$ cat config.mk
export PLATFORM = sky130hd
export DESIGN_NAME = alu_twolevel
export DESIGN_NICKNAME = d
export VERILOG_FILES = /design/src/rtl/alu_pkg.sv /design/src/rtl/alu_ctrl_decode.sv /design/src/rtl/alu_datapath.sv /design/src/rtl/alu_twolevel.sv
export SDC_FILE = /design/constraint.sdc
export NUM_CORES = 1
export LEC_CHECK = 0
export ABC_AREA = 1
export BUFFER_PORTS_ARGS = -buffer_cell sky130_fd_sc_hd__clkbuf_2
export CORE_ASPECT_RATIO = 1.5
export CORE_MARGIN = 4
export CORE_UTILIZATION = 29
export DETAILED_ROUTE_END_ITERATION = 6
export MAX_ROUTING_LAYER = met4
export SYNTH_ARGS = -nofsm -noshare
export SYNTH_HDL_FRONTEND = slang
export SYNTH_SLANG_ARGS = --single-unit
$ cat constraint.sdc
create_clock -name vclk -period 6.52
set_input_delay 0.326 -clock vclk [all_inputs]
set_output_delay 0.326 -clock vclk [all_outputs]
set_load 0.02 [all_outputs]
$ cat src/rtl/alu_pkg.sv
package alu_pkg;
  typedef enum logic [3:0] {
    OP_AND = 4'b0000,
    OP_OR  = 4'b0001,
    OP_XOR = 4'b0010,
    OP_NOR = 4'b0011,
    OP_ADD = 4'b0110,
    OP_SUB = 4'b1110,
    OP_SLT = 4'b1111
  } alu_op_e;

  typedef enum logic [1:0] {
    CLS_MEM    = 2'b00,
    CLS_BRANCH = 2'b01,
    CLS_RTYPE  = 2'b10,
    CLS_SPARE  = 2'b11
  } op_class_e;

  localparam logic [5:0] FN_ADD = 6'b100000;
  localparam logic [5:0] FN_SUB = 6'b100010;
  localparam logic [5:0] FN_AND = 6'b100100;
  localparam logic [5:0] FN_OR  = 6'b100101;
  localparam logic [5:0] FN_XOR = 6'b100110;
  localparam logic [5:0] FN_NOR = 6'b100111;
  localparam logic [5:0] FN_SLT = 6'b101010;

  typedef struct packed {
    logic       negB;      // invert operand B and carry in one
    logic       unitLogic; // result from bitwise unit
    logic       unitArith; // result from adder
    logic       unitSlt;   // result from signed compare
    logic [1:0] logicFn;   // 00 and, 01 or, 10 xor, 11 nor
  } alu_strobes_t;
endpackage

$ cat src/rtl/alu_ctrl_decode.sv
module alu_ctrl_decode
  import alu_pkg::*;
#(
  parameter int FUNCT_W = 6
) (
  input  logic [1:0]         opClass,
  input  logic [FUNCT_W-1:0] funct,
  output logic [3:0]         aluOp,
  output alu_strobes_t       strobes
);
  alu_op_e opSel;

  // first level: class; second level: function field
  always_comb begin
    unique case (op_class_e'(opClass))
      CLS_MEM:    opSel = OP_ADD;
      CLS_BRANCH: opSel = OP_SUB;
      CLS_RTYPE: begin
        case (funct)
          FN_ADD:  opSel = OP_ADD;
          FN_SUB:  opSel = OP_SUB;
          FN_AND:  opSel = OP_AND;
          FN_OR:   opSel = OP_OR;
          FN_XOR:  opSel = OP_XOR;
          FN_NOR:  opSel = OP_NOR;
          FN_SLT:  opSel = OP_SLT;
          default: opSel = OP_ADD;
        endcase
      end
      default:    opSel = OP_ADD;
    endcase
  end

  assign aluOp = opSel;

  // strobes are taken from the code bits, so the code alone steers the datapath
  always_comb begin
    strobes.negB      = aluOp[3];
    strobes.unitLogic = ~aluOp[2];
    strobes.unitArith = aluOp[2] & ~(aluOp[3] & aluOp[0]);
    strobes.unitSlt   = aluOp[3] & aluOp[2] & aluOp[0];
    strobes.logicFn   = aluOp[1:0];
  end

  always_comb begin
    if (opClass == 2'b00) begin
      AST_MEM_CLASS_ADD: assert (aluOp == 4'b0110);
    end
    if (opClass == 2'b01) begin
      AST_BRANCH_CLASS_SUB: assert (aluOp == 4'b1110 && strobes.negB);
    end
    AST_ONE_UNIT: assert ($onehot({strobes.unitLogic, strobes.unitArith, strobes.unitSlt}));
  end
endmodule

$ cat src/rtl/alu_datapath.sv
module alu_datapath
  import alu_pkg::*;
#(
  parameter int WIDTH = 32
) (
  input  logic [WIDTH-1:0] srcA,
  input  logic [WIDTH-1:0] srcB,
  input  alu_strobes_t     strobes,
  output logic [WIDTH-1:0] result,
  output logic             zero,
  output logic             overflow
);
  localparam int MSB = WIDTH - 1;

  logic [WIDTH-1:0] bOp;
  logic [WIDTH:0]   sumExt;
  logic [WIDTH-1:0] sum;
  logic [WIDTH-1:0] logicRes;
  logic [WIDTH-1:0] sltRes;
  logic             ovfRaw;
  logic             lessThan;

  assign bOp    = strobes.negB ? ~srcB : srcB;
  assign sumExt = {1'b0, srcA} + {1'b0, bOp} + {{WIDTH{1'b0}}, strobes.negB};
  assign sum    = sumExt[MSB:0];

  // signed overflow: operands agree in sign, sum disagrees
  assign ovfRaw   = (srcA[MSB] == bOp[MSB]) && (sum[MSB] != srcA[MSB]);
  assign lessThan = sum[MSB] ^ ovfRaw;

  for (genvar i = 0; i < WIDTH; i++) begin : g_bit
    always_comb begin
      unique case (strobes.logicFn)
        2'b00:   logicRes[i] = srcA[i] & srcB[i];
        2'b01:   logicRes[i] = srcA[i] | srcB[i];
        2'b10:   logicRes[i] = srcA[i] ^ srcB[i];
        default: logicRes[i] = ~(srcA[i] | srcB[i]);
      endcase
    end
  end

  assign sltRes = {{(WIDTH-1){1'b0}}, lessThan};

  always_comb begin
    result = '0;
    if (strobes.unitLogic) result = logicRes;
    if (strobes.unitArith) result = sum;
    if (strobes.unitSlt)   result = sltRes;
  end

  assign zero     = ~|result;
  assign overflow = ovfRaw & strobes.unitArith;

  always_comb begin
    if (strobes.unitSlt) begin
      AST_SLT_UPPER_CLEAR: assert (result[MSB:1] == '0);
    end
    if (strobes.unitArith && strobes.negB && srcA == srcB) begin
      AST_EQUAL_SUB_ZERO: assert (zero);
    end
    if (!strobes.unitArith) begin
      AST_NO_OVERFLOW: assert (!overflow);
    end
    if (strobes.unitArith && !strobes.negB && srcA[MSB] != srcB[MSB]) begin
      AST_MIXED_ADD_NO_OVF: assert (!overflow);
    end
  end
endmodule

$ cat src/rtl/alu_twolevel.sv
module alu_twolevel
  import alu_pkg::*;
#(
  parameter int WIDTH   = 32,
  parameter int FUNCT_W = 6
) (
  input  logic [1:0]         opClass,
  input  logic [FUNCT_W-1:0] funct,
  input  logic [WIDTH-1:0]   srcA,
  input  logic [WIDTH-1:0]   srcB,
  output logic [3:0]         aluOp,
  output logic [WIDTH-1:0]   result,
  output logic               zero,
  output logic               overflow
);
  alu_strobes_t strobes;

  alu_ctrl_decode #(.FUNCT_W(FUNCT_W)) ctrl_i (
    .opClass (opClass),
    .funct   (funct),
    .aluOp   (aluOp),
    .strobes (strobes)
  );

  alu_datapath #(.WIDTH(WIDTH)) dp_i (
    .srcA     (srcA),
    .srcB     (srcB),
    .strobes  (strobes),
    .result   (result),
    .zero     (zero),
    .overflow (overflow)
  );
endmodule

==> flow_metrics.tcl, run 1 <==
set metrics [dict create \
    yosys_warnings 0 \
    grt_usage_pct 19.0 \
    hold_viol_final 0 \
    syn_nets 1136 \
    dr.pass1.iters 5 \
    hp-start "srcA[31]" \
    power_switching_mw 0.498 \
    finalWirelength_um 19400 \
    viasPerCell 4.91 \
    port_buffers 110 \
    synth-seq-area-share_pct 0 \
    max_stage_delay_ns 0.58 \
    antenna_found_initial 0 \
    status "complete, no violations" \
    grt_max_degree 29 \
    final_area_mm2 0.00597 \
    synth.most_common_cell "nand2_1" \
    crit_type "input pin to output pin" \
    nFillCells 2085 \
    area_growth_pct 14.6 \
    tightest_slew_ns 0.955 \
    die_h_um 172 \
    post-route-util_pct 34.1 \
    cts_hold_buffers 0 \
    tns_ns 0 \
    crit_family "simple AND/OR/NAND/NOR gates" \
    ys_top_cells_by_count "nand2_1 (292), inv_1 (177), ha_1 (103), nor2_1 (82), a21oi_1 (62)" \
    cp_num_buf_inv 5 \
    rsz0062_at_grt "false" \
    combPwrFrac_pct 100.0 \
    pin_count 110 \
    crit_fanout 17 \
    fin_crit_ns 5.16 \
    core_mm2 0.0175 \
    drive_gt1_share_pct 13.0 \
    holdCritPathClass "input pin to output pin" \
    timing.critical_path.from_type "input pin" \
    vias 6223 \
    nFlopsAndLatches 0 \
    report.final.setup_viol 0 \
    avgRoutedWirePerCell_um 15.3 \
    grt_pass1_wl_um 30400 \
    path_common_cell "nand2_1" \
    yosys.area.top_type "ha_1" \
    startpoint "opClass[0]" \
    power_leakage_nw 3.56 \
    cts_setup_buffers 0 \
    seqCellArea_um2 0 \
    avgSynthCellArea_um2 5.43 \
    post_dp_cell_area_mm2 0.00597 \
    gr-total-overflow 0 \
    first_global_vias 6197 \
    fp.dieW_um 117 \
    slew_headroom_pct 36.2 \
    syn_area_mm2 0.00521 \
    start_util_pct 29.8 \
    synthDominantCellAreaShare_pct 24.8 \
    synthDistinctLibCells 39 \
    routabilityCongestion 0.974 \
    p_int_mw 0.245 \
    seq_power_share_pct 0 \
    num_rows 59 \
    cts_resized 0 \
    postRouteAntennaNets 0 \
    synthTopCellsByArea "ha_1 (25%), nand2_1 (21%), inv_1 (13%)" \
    crit_arrival_ns 4.83 \
    antennaDiodeCount 0 \
    crit_path_end_kind "output pin" \
    maxCapViolCount 0 \
    switching_share_pct 67.0 \
    min_period_over_period_pct 79.1 \
    dp_hpwl_um 16200 \
    clkbuf_count 0 \
    maxSlewViolCount 0 \
    nNetsFinal 1233 \
    max_freq_mhz 194 \
    critPathRequiredTime_ns 6.19 \
    peakVddDrop_mv 0.0478 \
    p_clk_share_pct 0 \
    pwr_density_cell_mw_per_mm2 124 \
    drc 0 \
    drt_iter0_drc 250 \
    crit_path_top_delay_cell "fa_1" \
    die-area_mm2 0.0202 \
    netlist_instances 959 \
]
kinds of logic after synthesis:
logic type      share of synthesized area, %
compound gates                          15.2
xor+xnor                                6.39
fa+ha+maj                               25.5
buf+inv                                 15.2
simple gates                            37.8
per-stage QoR:
| step | hold WS [ns] | instances | total power, mW | setup slack, ns |
|---|---|---|---|---|
| after floorplan | 0.829 | 959 | 0.505 | 2.16 |
| after global placement | 1.11 | 1267 | 0.742 | 1.39 |
| after detailed placement | 1.12 | 1267 | 0.742 | 1.33 |
| after CTS | 1.12 | 1267 | 0.746 | 1.32 |
| after global routing | 1.15 | 1267 | 0.832 | 0.958 |
| final | 1.12 | 1267 | 0.743 | 1.36 |
cell type report:
cell class	instances	area, µm²	area share (%)
Multi-Input combinational cell	756	4420	74.1
Timing Repair Buffer	116	596	9.98
Inverter	182	684	11.5
Tap cell	213	267	4.47
metal layers:
layer / track usage [%] / share of wire (%)
met5: - / 0
met4: 3.62 / 2.1
met3: 0.720 / 2.9
met2: 39.6 / 55
met1: 19.7 / 40
power by group through the flow:
stage          registers (mW)  logic (mW)  clock network [mW]
2_1_floorplan               0       0.505                   0
3_3_place_gp                0       0.742                   0
3_5_place_dp                0       0.742                   0
4_1_cts                     0       0.746                   0
5_1_grt                     0       0.832                   0
6_report                    0       0.743                   0
path summary, 6_finish.rpt:
check | endpoint | cells after the start
worst max-delay path | zero | 28
worst min-delay path | overflow | 4
layout by cell type (no fill, tap or decap), types with 6 or more instances in the layout:
cell / Yosys / final
xor2_1: 35 / 35
nor3_1: 8 / 8
clkbuf_2: 0 / 110
o21ai_1: 6 / 6
nand3_1: 59 / 59
o21ai_0: 45 / 45
nand4_1: 6 / 6
ha_1: 103 / 103
nand2_1: 292 / 291
buf_4: 2 / 6
a21oi_1: 62 / 62
nand3b_1: 6 / 6
nor2_1: 82 / 82
o211ai_1: 14 / 14
inv_1: 177 / 177
Note: power is estimated with default switching activity, not from simulation.
==> inputs of run 2 (changes only) <==
==> constraint.sdc (replaced) <==
create_clock -name vclk -period 5.24
set_input_delay 0.262 -clock vclk [all_inputs]
set_output_delay 0.262 -clock vclk [all_outputs]
set_load 0.02 [all_outputs]
==> run 2 against run 1 <==
Compared with the run above: setup slack worse by 0.94 ns; flip-flop and latch count unchanged; critical path depth down 5; critical path type unchanged; critical endpoint unchanged.
==> flow_metrics.tcl, run 2 (same netlist as run 1, synthesis figures left out) <==
set metrics [dict create \
    antennaDiodeCount 0 \
    drc 0 \
    min_period_over_period_pct 91.9 \
    start_util_pct 29.8 \
    final_area_mm2 0.00601 \
    vias 6235 \
    port_buffers 110 \
    tightest_slew_ns 0.979 \
    die_h_um 172 \
    nFillCells 2092 \
    final_common_cell "nand2_1" \
    crit_family "simple AND/OR/NAND/NOR gates" \
    crit_end "zero" \
    drive_gt1_share_pct 13.3 \
    instances_no_fill 1271 \
    pwr_density_cell_mw_per_mm2 154 \
    maxSlewViolCount 0 \
    power_leakage_nw 3.58 \
    dr.pass1.iters 5 \
    pin_count 110 \
    critPathRequiredTime_ns 4.98 \
    dp.cells 1271 \
    startpoint "opClass[0]" \
    holdCritPathClass "input pin to output pin" \
    cp.depth 23 \
    nFlopsAndLatches 0 \
    hold_viol_final 0 \
    grt_pass1_wl_um 30800 \
    fin_crit_ns 4.82 \
    crit_type "input pin to output pin" \
    grt_max_degree 27 \
    core_mm2 0.0175 \
    postRouteAntennaNets 0 \
    clkbuf_count 0 \
    status "complete, no violations" \
    cts_resized 0 \
    slew_headroom_pct 34.6 \
    drt_iter0_drc 257 \
    antenna_found_initial 0 \
    post_dp_cell_area_mm2 0.00601 \
    multi_input_area_mm2 0.00442 \
    peakVddDrop_mv 0.0752 \
    cp_cell_sequence "clkbuf_2 > inv_1 > ha_1 > inv_1 > nand2_2 > xor2_1 > ha_1 > nand2_1 > o21ai_0 > or3b_2 > o2111ai_1 > a31oi_1 > fa_1 > o21ai_0 > inv_1 > nand2_1 > nand3_1 > nor2_1 > nand4_1 > nor2_1 > nand2_1 > nor2_1 > clkbuf_2" \
    gr-total-overflow 0 \
    cp_num_buf_inv 5 \
    num_rows 59 \
    crit_arrival_ns 4.55 \
    tns_ns 0 \
    crit_path_top_delay_cell "or3b_2" \
    die-area_mm2 0.0202 \
    nNetsFinal 1237 \
    maxCapViolCount 0 \
    dp_hpwl_um 16700 \
    timing.critical_path.from_type "input pin" \
    seqCellArea_um2 0 \
    avgRoutedWirePerCell_um 15.5 \
    rsz0062_at_grt "false" \
    report.final.setup_viol 0 \
    first_global_vias 6147 \
    final_cell_mix "nand2_1 (291), inv_1 (177), clkbuf_2 (110), ha_1 (103), nor2_1 (82)" \
    grt_usage_pct 19.3 \
    viasPerCell 4.91 \
    crit_fanout 12 \
    cts_hold_buffers 0 \
    total_power_mw 0.928 \
    max_freq_mhz 208 \
    max_stage_delay_ns 0.47 \
    post-route-util_pct 34.3 \
    fp.dieW_um 117 \
    area_growth_pct 15.4 \
    cts_setup_buffers 0 \
    routabilityCongestion 0.937 \
    crit_path_end_kind "output pin" \
    finalWirelength_um 19700 \
]
[run 2: per-layer routing]
layer	GRT usage [%]	routed length, µm
met4	6.13	710
met2	39.1	10800
met5	-	0
met1	20.0	7650
met3	0.982	556
[run 2: layout make-up]
cell class	instances	share of cell area, %
Multi-Input combinational cell	756	73.6
Inverter	182	11.4
Timing Repair Buffer	120	10.6
Tap cell	213	4.44
[run 2: how the worst min path moves through the flow]
stage | start | endpoint | slack, ns | cells after the start
3_5_place_dp | srcA[31] | overflow | 0.99 | 4
2_1_floorplan | srcA[31] | overflow | 0.70 | 2
5_1_grt | srcA[31] | overflow | 1.02 | 4
6_report | srcA[31] | overflow | 0.99 | 4
3_3_place_gp | srcA[31] | overflow | 0.99 | 4
4_1_cts | srcA[31] | overflow | 1.0 | 4
[run 2: power by group]
| part | internal [mW] | switching [mW] | total, mW |
|---|---|---|---|
| logic | 0.311 | 0.618 | 0.928 |
| clock network | 0 | 0 | 0 |
| registers | 0 | 0 | 0 |
| total | 0.311 | 0.618 | 0.928 |
[run 2: through the flow]
step                      setup WS (ns)  hold slack, ns
after global routing              0.115            1.02
after CTS                         0.424           0.996
after global placement            0.496           0.990
after floorplan                    1.00           0.701
final                             0.425           0.993
after detailed placement          0.430           0.995
